**src/rtl/lrs_arb_pkg.sv**
```systemverilog
package lrs_arb_pkg;

  // Flat position of the precedence bit for the pair (hi, lo), hi > lo.
  function automatic int tri_idx(input int hi, input int lo);
    return ((hi * (hi - 1)) / 2) + lo;
  endfunction

endpackage

```
**src/rtl/lrs_prio_state.sv**
```systemverilog
module lrs_prio_state
  import lrs_arb_pkg::*;
#(
  parameter int N = 4,
  localparam int TRI_W = (N * (N - 1)) / 2
) (
  input  logic             clk,
  input  logic             rst_n,
  input  logic [N-1:0]     gnt,
  output logic [TRI_W-1:0] prio_q
);

  logic [TRI_W-1:0] prio_d;
  logic             upd_en;

  // The winner loses every pair it belongs to; other pairs hold.
  always_comb begin
    prio_d = prio_q;
    for (int hi = 1; hi < N; hi++) begin
      for (int lo = 0; lo < hi; lo++) begin
        if (gnt[hi]) begin
          prio_d[tri_idx(hi, lo)] = 1'b0;
        end else if (gnt[lo]) begin
          prio_d[tri_idx(hi, lo)] = 1'b1;
        end
      end
    end
  end

  assign upd_en = |gnt;

  // All zero means each lower index outranks each higher index.
  always_ff @(posedge clk or negedge rst_n) begin
    if (!rst_n) begin
      prio_q <= '0;
    end else if (upd_en) begin
      prio_q <= prio_d;
    end
  end

endmodule

```
**src/rtl/lrs_grant_logic.sv**
```systemverilog
module lrs_grant_logic
  import lrs_arb_pkg::*;
#(
  parameter int N = 4,
  localparam int TRI_W = (N * (N - 1)) / 2
) (
  input  logic [N-1:0]     req,
  input  logic [TRI_W-1:0] prio,
  output logic [N-1:0]     gnt
);

  logic [N-1:0] kill;

  // kill[me] is the OR over a column of (active request AND outranks me).
  always_comb begin
    kill = '0;
    for (int me = 0; me < N; me++) begin
      for (int oth = 0; oth < N; oth++) begin
        if (oth > me) begin
          if (req[oth] && prio[tri_idx(oth, me)]) kill[me] = 1'b1;
        end else if (oth < me) begin
          if (req[oth] && !prio[tri_idx(me, oth)]) kill[me] = 1'b1;
        end
      end
    end
  end

  assign gnt = req & ~kill;

endmodule

```
**src/rtl/lrs_matrix_arb.sv**
```systemverilog
module lrs_matrix_arb #(
  parameter int N = 4
) (
  input  logic         clk,
  input  logic         rst_n,
  input  logic [N-1:0] req,
  output logic [N-1:0] gnt
);

  localparam int TRI_W = (N * (N - 1)) / 2;

  logic [TRI_W-1:0] prio_q;

  lrs_grant_logic #(.N(N)) u_grant (
    .req  (req),
    .prio (prio_q),
    .gnt  (gnt)
  );

  lrs_prio_state #(.N(N)) u_state (
    .clk    (clk),
    .rst_n  (rst_n),
    .gnt    (gnt),
    .prio_q (prio_q)
  );

endmodule

```
**config.mk**
```make
export PLATFORM = sky130hd
export DESIGN_NAME = lrs_matrix_arb
export DESIGN_NICKNAME = d
export VERILOG_FILES = /design/src/rtl/lrs_arb_pkg.sv /design/src/rtl/lrs_prio_state.sv /design/src/rtl/lrs_grant_logic.sv /design/src/rtl/lrs_matrix_arb.sv
export SDC_FILE = /design/constraint.sdc
export NUM_CORES = 1
export LEC_CHECK = 0
export ABC_AREA = 1
export ABC_CLOCK_PERIOD_IN_PS = 2600
export BUFFER_PORTS_ARGS = -buffer_cell sky130_fd_sc_hd__buf_2
export CORE_AREA = 2 2 39 41
export CTS_CLUSTER_DIAMETER = 60
export DETAILED_ROUTE_END_ITERATION = 12
export DIE_AREA = 0 0 41 43
export RECOVER_POWER = 100
export SKIP_LAST_GASP = 1
export SLEW_MARGIN = 0
export SYNTH_ARGS = -nofsm -noshare
export SYNTH_HDL_FRONTEND = slang
export SYNTH_SLANG_ARGS = --single-unit
```
**constraint.sdc**
```tcl
create_clock -name clk -period 2.6 [get_ports clk]
set_clock_uncertainty 0.05 [all_clocks]
set_input_delay 0.52 -clock clk [delete_from_list [all_inputs] [get_ports clk]]
set_output_delay 0.52 -clock clk [all_outputs]
set_load 0.005 [all_outputs]
```
==> run_results.csv <==
group,metric,value,unit
status,status,"complete, no violations",
clock_tree,cts.sinks,6,
yosys,synthDistinctLibCells,8,
timing,tcrit_tclk_final,67.4,%
place,dp_hpwl,528,um
final_layout,finished_layout_cell_area,395,um2
place,dpl-instance-area,400,um2
final_layout,final_cell_count_no_fill,74,
critical_path,timing.critical_path.from_type,"input port",
die,chipWidth,41,um
yosys,gate_count_of_the_mapped_netlist,46,
die,top_level_pins,10,
final_layout,area_growth,17.9,%
clock_tree,ctsHtreeMaxLevel,1,
timing,post_route_setup_tns,0,ns
clock_tree,tritoncts,"built",
clock_tree,insertion_delay,0.24,ns
routing,avgViaCountPerCell,3.92,
yosys,netlist.area_leader.share,44.8,%
clock_tree,cts_post_setup_buffers_inserted,0,
timing,timing_max_transition_violations_final,0,
final_layout,layout_top_registers,"u_state.prio_q (6)",
routing,totalWireLength,648,um
routing,count_of_tritonroute_iterations_in_the_first_routing_pass,4,
place,dp.cells,71,
timing,rsz0062_at_grt,"no",
global_route,antenna_found_initial,0,
critical_path,r2r_start,"u_state.prio_q[2]",
worst_hold_path,hold_path_class,"in -> async",
timing,fin_crit,1.75,ns
die,floorplan.die_area,1760,um2
power_and_ir_drop,irDropWorstVdd,0.292,mV
clock_tree,clk_pin_slew_worst_paths,0.04,ns
yosys,async_reset_ff_share,100,%
critical_path,r2r_cells,5,
place,globalplace.congestion,0.700,
global_route,grt_pass1_vias,265,
routing,detail_route.drc_violations,0,
power_and_ir_drop,pwr_density_cell,1030,nW/um2
yosys,syn_area_per_cell,7.29,um2
global_route,grt_max_degree,7,
critical_path,category_of_the_critical_setup_timing_path,"in -> out",
power_and_ir_drop,p_leak,0.224,nW
place,io_buffers,9,
clock_tree,numCtsBuffers,3,
die,die_height,43,um
die,start_util,24.2,%
timing,hold_violations,0,
timing,fmaxAchievable,0.570,GHz
critical_path,timing.critical_path.arrival,1.18,ns
yosys,yosys.area.top_type,"sky130_fd_sc_hd__dfrtp_1",
global_route,grt_overflow,0,
routing,route.antenna.remaining_nets,0,
global_route,grt_pass1_wl,1.05,mm
final_layout,layout-drive-gt1-share,22.4,%
yosys,synthesis.area,335,um2
timing,tightestPinTransition,0.345,ns
yosys,synth_seq_area_share,44.8,%
final_layout,largest_register,"u_state.prio_q",
clock_tree,cts_root_buf,"sky130_fd_sc_hd__clkbuf_4",
final_layout,layout.nets,66,
yosys,yosys-top-cells-area,"sky130_fd_sc_hd__dfrtp_1, sky130_fd_sc_hd__nand2_1, sky130_fd_sc_hd__nor2_1",
clock_tree,ctsHoldBuffers,0,
yosys,yosys_warnings,0,
yosys,synth_edf_count,0,
global_route,global_route.usage.total,9.28,%
timing,relative_slew_slack,77.0,%
yosys,synthesis.nets,52,
yosys,ys_dominant_reg_cell,"sky130_fd_sc_hd__dfrtp_1",
critical_path,r2r_setup_slack,1.54,ns
yosys,most_used_standard_cell_by_instance_count_after_synthesis,"sky130_fd_sc_hd__nand2_1",
critical_path,worstPathRequired,2.03,ns
die,rows,14,
clock_tree,cts_buffer_depth,2,
routing,wire_length_per_cell,8.76,um
critical_path,worstSetupEndpointType,"output port",
routing,vias,290,
critical_path,worstReg2RegEnd,"u_state.prio_q[4]",
die,floorplan.core_area,1380,um2
critical_path,cp_max_fo,4,
yosys,ys_top_cells_by_count,"sky130_fd_sc_hd__nand2_1, sky130_fd_sc_hd__nor2_1, sky130_fd_sc_hd__dfrtp_1, sky130_fd_sc_hd__inv_1, sky130_fd_sc_hd__nor2_4",
final_layout,antennaDiodeCount,0,
timing,timing.final.setup_violations,0,
yosys,synth.ff_latch_count,6,
final_layout,number_of_flip_flops_in_the_largest_register,6,
routing,detail_route.iter0.violations,2,
clock_tree,cts_resized,0,
job,cap_violations,0,
-- metal layers --
layer	routed length [um]	track usage (%)
met1	306	10.8
met2	297	12.8
met3	38	4.71
met4	6	6.00
met5	0	0
-- cell families after synthesis --
logic type	after synthesis	share of synthesized area (%)
AOI/OAI and AO/OA	2	2.99
DFF	6	44.8
and+or+nand+nor	32	45.5
buffers and inverters	6	6.72
-- through the flow --
stage | utilization, % | hold WS, ns | setup WS [ns] | power, mW
after global placement | 28.9 | 0.301 | 0.954 | 0.354
after global routing | 28.6 | 0.110 | 0.712 | 0.454
final | 28.6 | 0.106 | 0.847 | 0.406
after floorplan | - | 0.174 | 1.24 | 0.305
after detailed placement | 28.9 | 0.304 | 0.941 | 0.354
after CTS | 30.6 | 0.0428 | 0.933 | 0.443
-- placed cells by master (no fill, tap or decap) --
| cell type | count |
|---|---|
| sky130_fd_sc_hd__buf_2 | 5 |
| sky130_fd_sc_hd__clkbuf_1 | 2 |
| sky130_fd_sc_hd__clkbuf_2 | 2 |
| sky130_fd_sc_hd__clkbuf_4 | 3 |
| sky130_fd_sc_hd__dfrtp_1 | 6 |
| sky130_fd_sc_hd__inv_1 | 6 |
| sky130_fd_sc_hd__nand2_1 | 14 |
| sky130_fd_sc_hd__nand2_2 | 2 |
| sky130_fd_sc_hd__nor2_1 | 15 |
| sky130_fd_sc_hd__nor2_2 | 1 |
| sky130_fd_sc_hd__o21ai_0 | 1 |
| sky130_fd_sc_hd__o21ai_1 | 1 |
-- final cells by class --
class | count | area, um2
inverter | 6 | 22.5
timing repair buffer | 9 | 42.5
fill | 167 | 988
sequential | 6 | 150
multi-input combinational | 34 | 138
tap | 16 | 20.0
clock buffer | 3 | 22.5
-- power by group --
part	switching, mW	total (mW)	leakage [nW]	internal, mW
combinational	0.0873	0.148	0.139	0.0608
sequential	0.0323	0.175	0.0711	0.142
clock	0.0313	0.0834	0.0138	0.0521
total	0.151	0.406	0.224	0.255
-- worst max-delay path, cell delays in order --
cell and delay, ns:
sky130_fd_sc_hd__buf_2 0.12, sky130_fd_sc_hd__nand2_1 0.06, sky130_fd_sc_hd__o21ai_0 0.07, sky130_fd_sc_hd__nor2_1 0.24
sky130_fd_sc_hd__clkbuf_2 0.17
-- worst max path at each step --
stage                           start     end  slack, ns  depth (start not counted)
floorplan                      req[2]  gnt[3]       1.24                          3
global placement               req[2]  gnt[3]       0.95                          5
detailed placement             req[2]  gnt[3]       0.94                          5
CTS                            req[2]  gnt[3]       0.93                          5
global route        u_state.prio_q[4]  gnt[3]       0.71                          5
finish                         req[1]  gnt[3]       0.85                          5
No activity file was read; power rests on OpenSTA's default activity.
